<file path="config.mk">
export PLATFORM = sky130hd
export DESIGN_NAME = srcport_tag_inserter
export DESIGN_NICKNAME = d
export VERILOG_FILES = /design/src/rtl/srcport_tag_pkg.sv /design/src/rtl/frame_pos_tracker.sv /design/src/rtl/tag_byte_gen.sv /design/src/rtl/egress_out_reg.sv /design/src/rtl/srcport_tag_inserter.sv
export SDC_FILE = /design/constraint.sdc
export NUM_CORES = 1
export LEC_CHECK = 0
export BUFFER_PORTS_ARGS = -buffer_cell sky130_fd_sc_hd__buf_4
export CORE_MARGIN = 1
export CORE_UTILIZATION = 35
export DETAILED_ROUTE_END_ITERATION = 10
export GPL_TIMING_DRIVEN = 0
export SLEW_MARGIN = 20
export SYNTH_ARGS = -nofsm -noshare
export SYNTH_HDL_FRONTEND = slang
export SYNTH_HIERARCHICAL = 1
export SYNTH_SLANG_ARGS = --single-unit
</file>
<file path="constraint.sdc">
create_clock -name clk -period 1.3 [get_ports clk]
set_input_delay 0.065 -clock clk [delete_from_list [all_inputs] [get_ports clk]]
set_output_delay 0.065 -clock clk [all_outputs]
set_load 0.03 [all_outputs]
</file>
<file path="src/rtl/srcport_tag_pkg.sv">
package srcport_tag_pkg;
    localparam int BYTE_W = 8;

    typedef enum logic [0:0] {
        ST_PASS = 1'b0,
        ST_TAG  = 1'b1
    } ins_state_e;

    typedef struct packed {
        logic [BYTE_W-1:0] data;
        logic              last;
        logic              is_tag;
    } beat_t;
endpackage

</file>
<file path="src/rtl/frame_pos_tracker.sv">
module frame_pos_tracker #(
    parameter int HDR_BYTES = 12,
    parameter int PORT_W    = 2,
    parameter int TYPE_W    = 2,
    parameter logic [TYPE_W-1:0] TAG_CODE = '1,
    localparam int POS_W = $clog2(HDR_BYTES + 1)
) (
    input  logic              clk,
    input  logic              rst_n,
    input  logic              accept,
    input  logic              in_last,
    input  logic [PORT_W-1:0] in_src_port,
    input  logic [TYPE_W-1:0] egress_type,
    output logic [PORT_W-1:0] port_q_o,
    output logic              hdr_end
);
    typedef struct packed {
        logic [POS_W-1:0]  pos;
        logic              sof;
        logic [PORT_W-1:0] port;
        logic              en;
    } trk_t;

    trk_t trk_d, trk_q;
    logic en_now;

    always_comb begin
        trk_d  = trk_q;
        en_now = trk_q.sof ? (egress_type == TAG_CODE) : trk_q.en;
        if (accept) begin
            if (trk_q.sof) begin
                trk_d.port = in_src_port;
                trk_d.en   = (egress_type == TAG_CODE);
            end
            if (in_last) begin
                trk_d.pos = '0;
                trk_d.sof = 1'b1;
            end else begin
                trk_d.sof = 1'b0;
                if (trk_q.pos < POS_W'(HDR_BYTES))
                    trk_d.pos = trk_q.pos + 1'b1;
            end
        end
        hdr_end = accept && !in_last && en_now &&
                  (trk_q.pos == POS_W'(HDR_BYTES - 1));
    end

    always_ff @(posedge clk) begin
        if (!rst_n) begin
            trk_q <= '{pos: '0, sof: 1'b1, port: '0, en: 1'b0};
        end else begin
            trk_q <= trk_d;
        end
    end

    assign port_q_o = trk_q.port;


    port_hold_chk: assert property (@(posedge clk) disable iff (!rst_n)
        !(accept && trk_q.sof) |=> $stable(trk_q.port) && $stable(trk_q.en));


    frame_restart_chk: assert property (@(posedge clk) disable iff (!rst_n)
        (accept && in_last) |=> (trk_q.pos == '0) && trk_q.sof);
endmodule

</file>
<file path="src/rtl/tag_byte_gen.sv">
module tag_byte_gen #(
    parameter int PORT_W    = 2,
    parameter int TAG_BYTES = 4,
    parameter logic [15:0] TPID = 16'h8100,
    localparam int IDX_W = $clog2(TAG_BYTES),
    localparam int TAG_W = 8 * TAG_BYTES
) (
    input  logic [IDX_W-1:0]  idx,
    input  logic [PORT_W-1:0] port,
    output logic [7:0]        tag_byte
);
    logic [15:0]      tci;
    logic [TAG_W-1:0] tag_word;

    always_comb begin
        tci      = {{(16-PORT_W){1'b0}}, port};
        tag_word = TAG_W'({TPID, tci});
        tag_byte = tag_word[8*(TAG_BYTES-1-int'(idx)) +: 8];
    end
endmodule

</file>
<file path="src/rtl/egress_out_reg.sv">
module egress_out_reg
    import srcport_tag_pkg::*;
(
    input  logic              clk,
    input  logic              rst_n,
    input  logic              load,
    input  beat_t             beat,
    input  logic              out_ready,
    output logic              can_load,
    output logic              out_valid,
    output logic [BYTE_W-1:0] out_data,
    output logic              out_last
);
    typedef struct packed {
        logic  valid;
        beat_t b;
    } ostg_t;

    ostg_t o_d, o_q;

    always_comb begin
        o_d      = o_q;
        can_load = !o_q.valid || out_ready;
        if (load && can_load) begin
            o_d.valid = 1'b1;
            o_d.b     = beat;
        end else if (out_ready) begin
            o_d.valid = 1'b0;
        end
    end

    always_ff @(posedge clk) begin
        if (!rst_n) begin
            o_q <= '0;
        end else begin
            o_q <= o_d;
        end
    end

    assign out_valid = o_q.valid;
    assign out_data  = o_q.b.data;
    assign out_last  = o_q.b.last;


    out_hold_chk: assert property (@(posedge clk) disable iff (!rst_n)
        (out_valid && !out_ready) |=> out_valid && $stable(out_data) && $stable(out_last));


    tag_not_last_chk: assert property (@(posedge clk) disable iff (!rst_n)
        (out_valid && o_q.b.is_tag) |-> !out_last);
endmodule

</file>
<file path="src/rtl/srcport_tag_inserter.sv">
module srcport_tag_inserter
    import srcport_tag_pkg::*;
#(
    parameter int HDR_BYTES = 12,
    parameter int TAG_BYTES = 4,
    parameter int PORT_W    = 2,
    parameter int TYPE_W    = 2,
    parameter logic [TYPE_W-1:0] TAG_CODE = '1,
    parameter logic [15:0] TPID = 16'h8100
) (
    input  logic              clk,
    input  logic              rst_n,
    input  logic              in_valid,
    output logic              in_ready,
    input  logic [7:0]        in_data,
    input  logic              in_last,
    input  logic [PORT_W-1:0] in_src_port,
    input  logic [TYPE_W-1:0] egress_type,
    output logic              out_valid,
    input  logic              out_ready,
    output logic [7:0]        out_data,
    output logic              out_last
);
    localparam int IDX_W = $clog2(TAG_BYTES);

    typedef struct packed {
        ins_state_e       st;
        logic [IDX_W-1:0] idx;
    } ctl_t;

    ctl_t ctl_d, ctl_q;

    logic              accept;
    logic              hdr_end;
    logic              can_load;
    logic              load;
    logic [PORT_W-1:0] port_q;
    logic [7:0]        tag_byte;
    beat_t             beat;

    frame_pos_tracker #(
        .HDR_BYTES (HDR_BYTES),
        .PORT_W    (PORT_W),
        .TYPE_W    (TYPE_W),
        .TAG_CODE  (TAG_CODE)
    ) u_trk (
        .clk         (clk),
        .rst_n       (rst_n),
        .accept      (accept),
        .in_last     (in_last),
        .in_src_port (in_src_port),
        .egress_type (egress_type),
        .port_q_o    (port_q),
        .hdr_end     (hdr_end)
    );

    tag_byte_gen #(
        .PORT_W    (PORT_W),
        .TAG_BYTES (TAG_BYTES),
        .TPID      (TPID)
    ) u_tag (
        .idx      (ctl_q.idx),
        .port     (port_q),
        .tag_byte (tag_byte)
    );

    egress_out_reg u_out (
        .clk       (clk),
        .rst_n     (rst_n),
        .load      (load),
        .beat      (beat),
        .out_ready (out_ready),
        .can_load  (can_load),
        .out_valid (out_valid),
        .out_data  (out_data),
        .out_last  (out_last)
    );

    always_comb begin
        ctl_d    = ctl_q;
        in_ready = can_load && (ctl_q.st == ST_PASS);
        accept   = in_valid && in_ready;
        load     = accept || ((ctl_q.st == ST_TAG) && can_load);
        if (ctl_q.st == ST_TAG) begin
            beat = '{data: tag_byte, last: 1'b0, is_tag: 1'b1};
        end else begin
            beat = '{data: in_data, last: in_last, is_tag: 1'b0};
        end
        case (ctl_q.st)
            ST_PASS: begin
                if (hdr_end) begin
                    ctl_d.st  = ST_TAG;
                    ctl_d.idx = '0;
                end
            end
            ST_TAG: begin
                if (can_load) begin
                    if (ctl_q.idx == IDX_W'(TAG_BYTES - 1)) begin
                        ctl_d.st  = ST_PASS;
                        ctl_d.idx = '0;
                    end else begin
                        ctl_d.idx = ctl_q.idx + 1'b1;
                    end
                end
            end
            default: ctl_d = '{st: ST_PASS, idx: '0};
        endcase
    end

    always_ff @(posedge clk) begin
        if (!rst_n) begin
            ctl_q <= '{st: ST_PASS, idx: '0};
        end else begin
            ctl_q <= ctl_d;
        end
    end


    stall_start_chk: assert property (@(posedge clk) disable iff (!rst_n)
        hdr_end |=> !in_ready);


    ready_room_chk: assert property (@(posedge clk) disable iff (!rst_n)
        in_ready |-> (out_ready || !out_valid));


    tag_leave_chk: assert property (@(posedge clk) disable iff (!rst_n)
        (ctl_q.st == ST_TAG && can_load && ctl_q.idx == IDX_W'(TAG_BYTES - 1)) |=> in_ready || !out_ready);
endmodule

</file>
==> metrics.yaml, run 1 <==
final_util_pct: 50.08
placed_area_mm2: 0.001464
clkSlewWorstSetupHoldPaths_ns: 0.11
drive_gt1_share_pct: 40.59
finalHoldViolations: 0
status: "completed"
crit_path_cell_trace: "buf_6, nor2b_4, and2_4, nand4_1, a21oi_2, mux2_4, o21ai_2"
synth_area_per_cell_um2: 9.140
rows: 20
period_minus_slack_ns: 1.276
clock-sinks: 21
yosysSeqAreaShare_pct: 35.94
ant_nets: 0
grt_pass1_vias: 883
hold_slack_ns: 0.02261
setup_tns_ns: 0
drtPass1Iterations: 4
path_class: "flop to flop"
routedWlPerCell_um: 10.96
place_hpwl_mm: 1.715
max_freq_mhz: 783.5
root_buffer: "clkbuf_4"
io_buffers: 27
cellLeakagePower_nw: 0.7189
ys_ff_latch: 21
finClkSkew_ns: 0.003055
drt-initial-drc-count: 14
ioPinCount: 28
netlist.area_leader.share_pct: 35.94
slowest_delay_ns: 0.33
ff2ff_path_depth: 7
via_count: 990
yosys_warnings: 6
die_area_mm2: 0.003578
die_y_um: 59.82
n_antenna_cell: 0
crit_start: "ctl_q[2]"
ff2ff_setup_slack_ns: 0.02
ys.flop_type: "dfxtp_1"
clock_latency_ns: 0.30
synth_cell_types: 34
syn-cell-area_mm2: 0.001170
grtUsageMet3_pct: 4.762
final_common_cell: "buf_4"
design_area_mm2: 0.001554
cp-start-kind: "flop"
crit_fanout: 7
crit_required_ns: 1.51
grt_antenna_before_repair: 0
die_w_um: 59.82
drv_cap: 0
finalWirelength_mm: 2.346
endpoint_kind: "flop"
regToRegStartpoint: "ctl_q[2]"
synth_edf_count: 0
crit_path_top_delay_cell: "dfxtp_2"
power_density_mw_per_mm2: 839.2
cts_htree_levels: 1
use_met2_pct: 24.13
drc: 0
endpoint: "ctl_q[1]"
cts_buffers: 3
vias_per_cell: 4.626
synth_top_area_cell: "dfxtp_1"
grt_pass1_wl_mm: 3.739
track_usage_pct: 13.92
final-setup-viol-count: 0
coreArea_mm2: 0.003103
initial_core_util_pct: 37.70
num-nets-final: 190
grt.busiest_layer: "met2"
clockBufferDepth: 2
gp_congestion: 0.7192
grt_use_met1_pct: 16.93
period_share_pct: 98.18
hp-class: "input port to flop"
synth_cells: 128
grt_max_degree: 12
final_cell_mix: "buf_4, nand2_1, dfxtp_1"
grt_overflow: 0
cp.arrival_ns: 1.48
layout-area-overhead-vs-synth_pct: 32.83
async_flop_share_pct: 0
cts_tree: "yes"
reg2reg_to: "ctl_q[1]"
ir_drop_mv: 0.5834
netlist_top_cells_area: "dfxtp_1, nand2_1, mux2i_1, mux2_4, buf_4"
rsz0062_at_grt: "true"
slew_viol_final: 0
==> where the power goes <==
group | leakage, nW | switching [mW] | internal, mW
clock | 0.0150 | 0.193 | 0.120
combinational | 0.531 | 0.141 | 0.154
sequential | 0.173 | 0.0216 | 0.675
==> cell type report <==
cell class	count	area, um^2
flip-flops and latches	21	425.4
multi-input cells	97	675.6
plain buffers	12	95.09
well taps	44	55.05
inverters	1	3.754
repair buffers	35	272.8
fillers	321	1549
clock buffers	4	26.28
==> layer usage <==
layer / vias up / share of wire (%)
met4: 0 / 0.51
met1: 454 / 47
met5: - / 0
li1: 510 / -
met3: 2 / 5.4
met2: 24 / 47
==> synthesized netlist by cell type (2+ instances only) <==
cell type / number
and3b_1: 2
o21ai_0: 2
o22ai_1: 2
a21oi_1: 2
ha_1: 2
buf_6: 3
nand4_1: 3
nand2b_1: 3
o21a_1: 2
mux2_4: 6
nor2_1: 3
nand2_1: 30
nand3_1: 5
dfxtp_1: 21
mux2_2: 3
buf_4: 9
a21boi_0: 4
mux2i_1: 9
nor2b_1: 2
==> registers in the layout (all words and copies together), names as in the netlist <==
register         flops
u_out/out_last       1
u_out/out_data       8
u_out/out_valid      1
u_trk/trk_q          6
u_trk/port_q_o       2
ctl_q                3
==> critical path, delay by kind of cell (launching register included) <==
| family | cells | cell delay, ns |
|---|---|---|
| AOI/OAI and AO/OA | 2 | 0.20 |
| buffers and inverters | 1 | 0.13 |
| DFF | 1 | 0.33 |
| muxes | 1 | 0.18 |
| and+or+nand+nor | 3 | 0.34 |
==> through the flow <==
step                setup slack (ns)  std cells  total power [mW]
floorplan                    -0.2579        132            0.8947
global placement             -0.1756        203            0.9920
detailed placement           -0.1972        203            0.9974
CTS                         0.004596        213             1.314
global route                -0.07893        214             1.373
finish                       0.02363        214             1.304
==> what timing repair did <==
action                                  in CTS  in global routing
pin swaps                                    1                  2
setup buffers                                6                  1
gates cloned                                 0                  1
endpoints found under the setup margin      12                 17
gates resized for setup                      2                  5
endpoints found under the hold margin        1                  0
hold buffers                                 1                  0
==> how the worst min path moves through the flow <==
stage,start,slack (ns),end,cells past startpoint
after floorplan,rst_n,0.17,ctl_q[0],1
after global placement,rst_n,0.32,ctl_q[0],2
after detailed placement,rst_n,0.32,ctl_q[0],2
after CTS,in_src_port[0],0.02,u_trk/port_q_o[0],3
after global routing,in_src_port[0],0.03,u_trk/port_q_o[0],3
final,in_src_port[0],0.02,u_trk/port_q_o[0],3
==> kinds of logic after synthesis <==
family,count (synthesis),share of synthesized area [%]
AOI/OAI and AO/OA,17,10.37
buffers and inverters,15,9.731
other,1,0.3205
adders and majority gates,2,2.139
muxes,18,18.29
DFF,21,35.94
and+or+nand+nor,54,23.21
(Power assumes the default switching activity.)
==> run 2, diff against run 1 <==
--- a/config.mk
+++ b/config.mk
@@ -10,6 +10,7 @@
 export CORE_UTILIZATION = 35
 export DETAILED_ROUTE_END_ITERATION = 10
 export GPL_TIMING_DRIVEN = 0
+export HOLD_SLACK_MARGIN = 0.03
 export SLEW_MARGIN = 20
 export SYNTH_ARGS = -nofsm -noshare
 export SYNTH_HDL_FRONTEND = slang
==> metrics.yaml, run 2 (same netlist as run 1, synthesis figures left out) <==
grt_overflow: 0
vias_per_cell: 4.620
finClkSkew_ns: 0.003339
final_common_cell: "buf_4"
grt_max_degree: 12
drive_gt1_share_pct: 40.12
cp-start-kind: "flop"
ant_nets: 0
finalWirelength_mm: 2.361
grt_pass1_wl_mm: 3.781
endpoint_kind: "flop"
clock_latency_ns: 0.30
initial_core_util_pct: 37.70
place_hpwl_mm: 1.715
cellLeakagePower_nw: 0.7272
clockBufferDepth: 2
final_cell_mix: "buf_4, nand2_1, dfxtp_1"
register_area_um2: 425.4
clock-sinks: 21
die_area_mm2: 0.003578
cts_htree_levels: 1
cts_tree: "yes"
rsz0062_at_grt: "true"
design_area_mm2: 0.001574
grt_use_met1_pct: 17.33
largest_reg_flops: 8
hp-class: "input port to flop"
io_buffers: 27
setup_ws_ns: 0.02362
gp_congestion: 0.7192
grt.busiest_layer: "met2"
grt_pass1_vias: 888
slew_viol_final: 0
grt_antenna_before_repair: 0
routedWlPerCell_um: 10.93
drt-initial-drc-count: 12
crit_path_cell_trace: "buf_6, nor2b_4, and2_4, nand4_1, a21oi_2, mux2_4, o21ai_2"
period_minus_slack_ns: 1.276
ir_drop_mv: 0.5824
clkSlewWorstSetupHoldPaths_ns: 0.11
crit_path_top_delay_cell: "dfxtp_2"
die_y_um: 59.82
post-place-ws_ns: -0.1972
layout-area-overhead-vs-synth_pct: 34.55
die_w_um: 59.82
num-nets-final: 192
drv_cap: 0
period_share_pct: 98.18
use_met2_pct: 24.13
ioPinCount: 28
cts_buffers: 3
multi_input_area_um2: 675.6
track_usage_pct: 14.06
coreArea_mm2: 0.003103
max_freq_mhz: 783.5
rows: 20
finalHoldViolations: 0
path_class: "flop to flop"
drc: 0
nFillCells: 319
crit_required_ns: 1.51
root_buffer: "clkbuf_4"
grtUsageMet3_pct: 4.762
n_antenna_cell: 0
power_density_mw_per_mm2: 831.4
placed_area_mm2: 0.001464
final-setup-viol-count: 0
setup_tns_ns: 0
drtPass1Iterations: 4
cp.arrival_ns: 1.48
slowest_delay_ns: 0.33
via_count: 998
crit_fanout: 7
status: "completed"
-- run 2: power breakdown --
group          switching [mW]  internal [mW]  leakage, nW
registers              0.0216          0.675        0.173
logic                   0.142          0.158        0.539
clock network           0.192          0.120       0.0150
-- run 2: worst paths after layout --
kind | from | end | slack (ns) | depth (start not counted)
min | egress_type[0] | u_trk/trk_q[0] | 0.05 | 3
min reg2reg | u_out/out_data[5] | u_out/out_data[5] | 0.47 | 2
max | ctl_q[2] | ctl_q[1] | 0.02 | 7
max reg2reg | ctl_q[2] | ctl_q[1] | 0.02 | 7
-- run 2: metal layers --
layer,vias to the layer above,wire length [um]
li1,514,-
met1,458,1114
met2,24,1106
met3,2,127
met4,0,12
met5,-,0
-- run 2: cell type report --
| type | count | share of cell area [%] |
|---|---|---|
| plain buffers | 12 | 6.041 |
| clock buffers | 4 | 1.669 |
| inverters | 1 | 0.2385 |
| multi-input cells | 97 | 42.93 |
| flip-flops and latches | 21 | 27.03 |
| well taps | 44 | 3.498 |
| repair buffers | 37 | 18.60 |
-- run 2: what timing repair did --
| action | CTS | global route |
|---|---|---|
| buffers inserted | 6 | 1 |
| resized for setup | 2 | 5 |
| gates cloned | 0 | 1 |
| pin swaps | 1 | 2 |
| hold buffers | 3 | 0 |
| setup endpoints to repair | 12 | 17 |
| hold endpoints to repair | 3 | 0 |
-- run 2: critical path: cells and delay by family, from the launching register on --
kind | cells | cell delay [ns]
AOI/OAI and AO/OA | 2 | 0.20
buffers and inverters | 1 | 0.13
DFF | 1 | 0.33
and+or+nand+nor | 3 | 0.34
muxes | 1 | 0.18
-- run 2: per-stage QoR --
stage | hold slack, ns | power (mW) | utilization [%] | std cells
5_1_grt | 0.03533 | 1.379 | 50.73 | 216
3_3_place_gp | 0.3177 | 0.9920 | 47.18 | 203
4_1_cts | 0.03913 | 1.319 | 50.24 | 215
3_5_place_dp | 0.3185 | 0.9974 | 47.18 | 203
6_report | 0.04565 | 1.309 | 50.73 | 216
2_1_floorplan | 0.1727 | 0.8947 | - | 132
